## src/rtl/isqrt_pkg.sv

```systemverilog
package isqrt_pkg;
  typedef enum logic {
    ARCH_SEQ  = 1'b0,
    ARCH_PIPE = 1'b1
  } isqrt_arch_e;
endpackage

```

## src/rtl/isqrt_step.sv

```systemverilog
// One non-restoring iteration: shift two operand bits into the partial
// remainder, then subtract (remainder non-negative) or add (negative)
// the trial term built from the partial root, and append one root bit.
module isqrt_step #(
  parameter int QW = 9,
  parameter int RW = QW + 3
) (
  input  logic [RW-1:0] rem_i,
  input  logic [QW-1:0] root_i,
  input  logic [1:0]    pair_i,
  output logic [RW-1:0] rem_o,
  output logic [QW-1:0] root_o
);
  logic          neg;
  logic [RW-1:0] shifted;
  logic [RW-1:0] trial;

  always_comb begin
    neg     = rem_i[RW-1];
    shifted = {rem_i[RW-3:0], pair_i};
    trial   = {{(RW-QW-2){1'b0}}, root_i, neg, 1'b1};
    rem_o   = neg ? (shifted + trial) : (shifted - trial);
    root_o  = {root_i[QW-2:0], ~rem_o[RW-1]};
  end
endmodule

```

## src/rtl/isqrt_seq.sv

```systemverilog
module isqrt_seq #(
  parameter int OP_W = 16
) (
  input  logic            clk,
  input  logic            rst_n,
  input  logic            in_valid,
  output logic            in_ready,
  input  logic [OP_W-1:0] in_op,
  output logic            out_valid,
  output logic [OP_W/2:0] root_raw
);
  localparam int N  = OP_W / 2;
  localparam int QW = N + 1;
  localparam int RW = N + 4;
  localparam int XW = OP_W + 2;
  localparam int CW = $clog2(N + 1) + 1;

  logic          busy_q, busy_d;
  logic          ov_q, ov_d;
  logic [CW-1:0] cnt_q, cnt_d;
  logic [RW-1:0] rem_q, rem_d, st_rem_in, st_rem_out;
  logic [QW-1:0] q_q, q_d, st_q_in, st_q_out;
  logic [XW-1:0] opnd_q, opnd_d;
  logic [1:0]    st_pair;
  logic          accept, dp_en;

  assign accept = in_valid && !busy_q;
  assign dp_en  = accept || busy_q;

  always_comb begin
    st_rem_in = busy_q ? rem_q : '0;
    st_q_in   = busy_q ? q_q : '0;
    st_pair   = busy_q ? opnd_q[XW-1:XW-2] : in_op[OP_W-1:OP_W-2];
  end

  isqrt_step #(.QW(QW), .RW(RW)) step_i (
    .rem_i (st_rem_in),
    .root_i(st_q_in),
    .pair_i(st_pair),
    .rem_o (st_rem_out),
    .root_o(st_q_out)
  );

  // next-state process
  always_comb begin
    busy_d = busy_q;
    cnt_d  = cnt_q;
    ov_d   = 1'b0;
    rem_d  = st_rem_out;
    q_d    = st_q_out;
    opnd_d = opnd_q << 2;
    if (accept) begin
      busy_d = 1'b1;
      cnt_d  = CW'(1);
      opnd_d = {in_op[OP_W-3:0], 4'b0000};
    end else if (busy_q) begin
      cnt_d = cnt_q + CW'(1);
      if (cnt_q == CW'(N)) begin
        busy_d = 1'b0;
        ov_d   = 1'b1;
      end
    end
  end

  // register process
  always_ff @(posedge clk or negedge rst_n) begin
    if (!rst_n) begin
      busy_q <= 1'b0;
      ov_q   <= 1'b0;
      cnt_q  <= '0;
    end else begin
      busy_q <= busy_d;
      ov_q   <= ov_d;
      cnt_q  <= cnt_d;
    end
  end

  always_ff @(posedge clk) begin
    if (dp_en) begin
      rem_q  <= rem_d;
      q_q    <= q_d;
      opnd_q <= opnd_d;
    end
  end

  assign in_ready  = !busy_q;
  assign out_valid = ov_q;
  assign root_raw  = q_q;

  a_r6_accept_blocks: assert property (@(posedge clk) disable iff (!rst_n)
    (in_valid && in_ready) |=> !in_ready);
  a_r6_done_ready: assert property (@(posedge clk) disable iff (!rst_n)
    out_valid |-> in_ready);
  a_r6_count_range: assert property (@(posedge clk) disable iff (!rst_n)
    busy_q |-> (cnt_q >= CW'(1) && cnt_q <= CW'(N)));
endmodule

```

## src/rtl/isqrt_pipe.sv

```systemverilog
module isqrt_pipe #(
  parameter int OP_W = 16
) (
  input  logic            clk,
  input  logic            rst_n,
  input  logic            in_valid,
  output logic            in_ready,
  input  logic [OP_W-1:0] in_op,
  output logic            out_valid,
  output logic [OP_W/2:0] root_raw
);
  localparam int N  = OP_W / 2;
  localparam int QW = N + 1;
  localparam int RW = N + 4;
  localparam int XW = OP_W + 2;

  logic [RW-1:0] rin   [0:N];
  logic [QW-1:0] qin   [0:N];
  logic [XW-1:0] oin   [0:N];
  logic          vin   [0:N];
  logic [RW-1:0] rem_r [0:N];
  logic [QW-1:0] q_r   [0:N];
  logic          v_r   [0:N];

  assign rin[0] = '0;
  assign qin[0] = '0;
  assign oin[0] = {in_op, 2'b00};
  assign vin[0] = in_valid;

  for (genvar s = 0; s <= N; s++) begin : g_stage
    logic [RW-1:0] rem_nx;
    logic [QW-1:0] q_nx;

    if (s > 0) begin : g_link
      assign rin[s] = rem_r[s-1];
      assign qin[s] = q_r[s-1];
      assign vin[s] = v_r[s-1];
    end

    isqrt_step #(.QW(QW), .RW(RW)) step_i (
      .rem_i (rin[s]),
      .root_i(qin[s]),
      .pair_i(oin[s][XW-1:XW-2]),
      .rem_o (rem_nx),
      .root_o(q_nx)
    );

    always_ff @(posedge clk or negedge rst_n) begin
      if (!rst_n) v_r[s] <= 1'b0;
      else        v_r[s] <= vin[s];
    end

    always_ff @(posedge clk) begin
      if (vin[s]) begin
        rem_r[s] <= rem_nx;
        q_r[s]   <= q_nx;
      end
    end

    if (s < N) begin : g_opnd
      logic [XW-1:0] op_r;
      always_ff @(posedge clk) begin
        if (vin[s]) op_r <= oin[s] << 2;
      end
      assign oin[s+1] = op_r;
    end
  end

  assign in_ready  = 1'b1;
  assign out_valid = v_r[N];
  assign root_raw  = q_r[N];
endmodule

```

## src/rtl/isqrt_round.sv

```systemverilog
module isqrt_round
  import isqrt_pkg::*;
#(
  parameter int          OP_W = 16,
  parameter isqrt_arch_e ARCH = ARCH_SEQ
) (
  input  logic            clk,
  input  logic            rst_n,
  input  logic            in_valid,
  output logic            in_ready,
  input  logic [OP_W-1:0] in_op,
  output logic            out_valid,
  output logic [OP_W/2:0] root_o
);
  localparam int N  = OP_W / 2;
  localparam int QW = N + 1;

  logic [QW-1:0] raw;

  if (ARCH == ARCH_PIPE) begin : g_pipe
    isqrt_pipe #(.OP_W(OP_W)) core_i (
      .clk(clk), .rst_n(rst_n), .in_valid(in_valid), .in_ready(in_ready),
      .in_op(in_op), .out_valid(out_valid), .root_raw(raw)
    );
  end else begin : g_seq
    isqrt_seq #(.OP_W(OP_W)) core_i (
      .clk(clk), .rst_n(rst_n), .in_valid(in_valid), .in_ready(in_ready),
      .in_op(in_op), .out_valid(out_valid), .root_raw(raw)
    );
  end

  // raw = floor(2*sqrt(x)); the rounded root is (raw + 1) >> 1
  assign root_o = {1'b0, raw[QW-1:1]} + QW'(raw[0]);

  a_r3_root_limit: assert property (@(posedge clk) disable iff (!rst_n)
    out_valid |-> (root_o <= {1'b1, {N{1'b0}}}));
endmodule

```

## config.mk

```make
export PLATFORM = sky130hd
export DESIGN_NAME = isqrt_round
export DESIGN_NICKNAME = d
export VERILOG_FILES = /design/src/rtl/isqrt_pkg.sv /design/src/rtl/isqrt_step.sv /design/src/rtl/isqrt_seq.sv /design/src/rtl/isqrt_pipe.sv /design/src/rtl/isqrt_round.sv
export SDC_FILE = /design/constraint.sdc
export NUM_CORES = 1
export LEC_CHECK = 0
export ABC_AREA = 1
export CAP_MARGIN = 10
export CORE_ASPECT_RATIO = 0.9
export CORE_MARGIN = 1
export CORE_UTILIZATION = 44
export DETAILED_ROUTE_END_ITERATION = 6
export GPL_TIMING_DRIVEN = 0
export PLACE_DENSITY = 0.66
export SYNTH_ARGS = -nofsm -noshare
export SYNTH_HDL_FRONTEND = slang
export SYNTH_SLANG_ARGS = --single-unit
```

## constraint.sdc

```tcl
create_clock -name clk -period 3.2 [get_ports clk]
set_clock_uncertainty 0.1 [all_clocks]
set_input_delay 0.96 -clock clk [delete_from_list [all_inputs] [get_ports clk]]
set_output_delay 0.96 -clock clk [all_outputs]
set_load 0.02 [all_outputs]
```

==> impl_metrics.json <==
{
  "tritoncts": "done",
  "rrSetupSlack_ns": 0.57,
  "hold_buffers": 0,
  "die_area_um2": 5860,
  "synthTopCellsByCount": "nand2_1, inv_1, edfxtp_1",
  "io_pins": 30,
  "setup_viol": 0,
  "synthTopCellsByArea": "edfxtp_1, nand2_1, dfrtp_1, ha_1, inv_1",
  "grtUsageTotal_pct": 16.8,
  "syn_nets": 292,
  "diodes": 0,
  "hp-class": "reg2reg",
  "post_cts_buffers": 0,
  "rsz0062_at_grt": "no",
  "grt_max_degree": 21,
  "startpoint_type": "register",
  "yosysTopAreaCell": "edfxtp_1",
  "async_flop_share_pct": 17.1,
  "cts.sinks": 41,
  "synth.avg_cell_area_um2": 9.44,
  "required_ns": 2.14,
  "grt_pass1_wl_mm": 7.40,
  "drc": 0,
  "clock_path_buffers": 2,
  "grt_pass1_vias": 1632,
  "ctsRootBufferMaster": "clkbuf_8",
  "rows": 25,
  "clkTransAtPathRegs_ns": 0.08,
  "ys_ff_latch": 41,
  "critPathCaptureType": "primary output",
  "fmax_mhz": 331,
  "drive_above_1_share_pct": 12.8,
  "relSlewSlack_pct": 54.6,
  "ant_nets": 0,
  "crit_fanout": 3,
  "period_share_pct": 94.4,
  "wire_per_inst_um": 12.0,
  "ys_seq_area_share_pct": 48.9,
  "maxCapViolCount": 0,
  "synthMostInstantiatedCell": "nand2_1",
  "core_area_um2": 5290,
  "place_hpwl_mm": 3.30,
  "fin_crit_ns": 3.02,
  "dieHeight_um": 72.7,
  "start_util_pct": 46.2,
  "final_nets": 329,
  "wl_mm": 4.36,
  "status": "finished, final reports clean",
  "tightestPinTransition_ns": 0.681,
  "hold_violations": 0,
  "synth_edf_count": 34,
  "yosysWarnings": 0,
  "io_buffers": 29,
  "synth_flop_cell": "edfxtp_1",
  "synth_area_um2": 2440,
  "cts_made_buffers": 5,
  "critPathKind": "reg2out",
  "finalSetupTns_ns": 0,
  "gr-total-overflow": 0,
  "die-width_um": 80.6,
  "syn_inst": 259,
  "htree_levels": 2,
  "finalWeightedCongestion": 0.830,
  "area_growth_pct": 21.0,
  "dr_total_vias": 1746,
  "via_per_inst": 4.80,
  "netlist.area_leader.share_pct": 41.8,
  "synth_cell_type_count": 28,
  "first_pass_iters": 4,
  "final_max_slew_viol_count": 0,
  "clk_latency_ns": 0.29,
  "antenna_found_initial": 0,
  "drt_iter0_drc": 66,
  "arrival_ns": 1.96
}
==> metrics by stage <==
step | hold WS [ns] | utilization, % | cells | setup slack, ns | cell area [um^2]
finish | 0.392 | 56.0 | 364 | 0.179 | 2960
CTS | 0.383 | 55.9 | 364 | 0.0407 | 2950
global placement | 0.369 | 53.3 | 355 | 0.0644 | 2820
floorplan | 0.335 | - | 259 | 0.721 | 2440
global route | 0.407 | 56.0 | 364 | 0.00307 | 2960
detailed placement | 0.371 | 53.8 | 356 | 0.258 | 2850
==> layer usage <==
metal / global-route usage, % / wire length, um / up-vias
li1: - / - / 925
met1: 22.3 / 2210 / 787
met2: 27.5 / 1960 / 32
met3: 3.75 / 151 / 2
met4: 4.76 / 29 / 0
met5: 0 / 0 / -
==> registers in the layout (all words and copies together), names as in the netlist <==
| name | flops |
|---|---|
| g_seq.core_i.busy_q | 1 |
| g_seq.core_i.cnt_q | 5 |
| g_seq.core_i.opnd_q | 14 |
| g_seq.core_i.out_valid | 1 |
| g_seq.core_i.rem_q | 11 |
| g_seq.core_i.root_raw | 9 |
==> timing repair <==
item | 4_1_cts | 5_1_grt
gates resized for setup | 2 | 2
pin swaps | 0 | 0
endpoints found under the setup margin | 2 | 2
==> critical path, stage by stage, from the launching register on <==
cell	delay [ns]
edfxtp_1	0.38
ha_1	0.18
nand3_1	0.14
nor3_2	0.19
xor2_1	0.16
clkdlybuf4s50_1	0.61
==> cell usage in the layout, fill, tap and decap left out, types with 4 or more instances in the layout <==
master	instances
a21oi_1	14
clkbuf_8	5
clkdlybuf4s50_1	25
dfrtp_1	7
edfxtp_1	34
ha_1	14
inv_1	42
mux2_2	10
nand2_1	56
nand2_2	5
nand2_4	4
nand3_1	16
nor2_1	18
o21ai_0	7
xor2_1	9
==> layout make-up <==
type / count / area, um^2
Clock inverter: 2 / 15.0
Buffer: 4 / 32.5
Tap cell: 67 / 83.8
Fill cell: 474 / 2330
Sequential cell: 41 / 1200
Inverter: 43 / 166
Timing Repair Buffer: 30 / 320
Multi-Input combinational cell: 171 / 1050
Clock buffer: 6 / 93.8
==> cell families after synthesis <==
| group | share of synthesized area [%] |
|---|---|
| mux | 5.53 |
| fa+ha+maj | 7.16 |
| simple gates | 19.8 |
| compound gates | 6.86 |
| buf+inv | 8.14 |
| flops | 48.9 |
| xor+xnor | 3.58 |
==> final timing paths <==
kind	from	to	depth (start not counted)
setup / recovery	g_seq.core_i.root_raw[1]	root_o[5]	5
hold / removal	g_seq.core_i.cnt_q[4]	g_seq.core_i.out_valid	1
setup reg to reg	g_seq.core_i.busy_q	g_seq.core_i.rem_q[11]	12
hold reg to reg	g_seq.core_i.cnt_q[4]	g_seq.core_i.out_valid	1
max in group asynchronous	rst_n	g_seq.core_i.cnt_q[0]	1
min in group asynchronous	rst_n	g_seq.core_i.cnt_q[3]	1
Power is not shown: default switching activity piles up to over one toggle a cycle in this logic, so the estimate is an artifact.
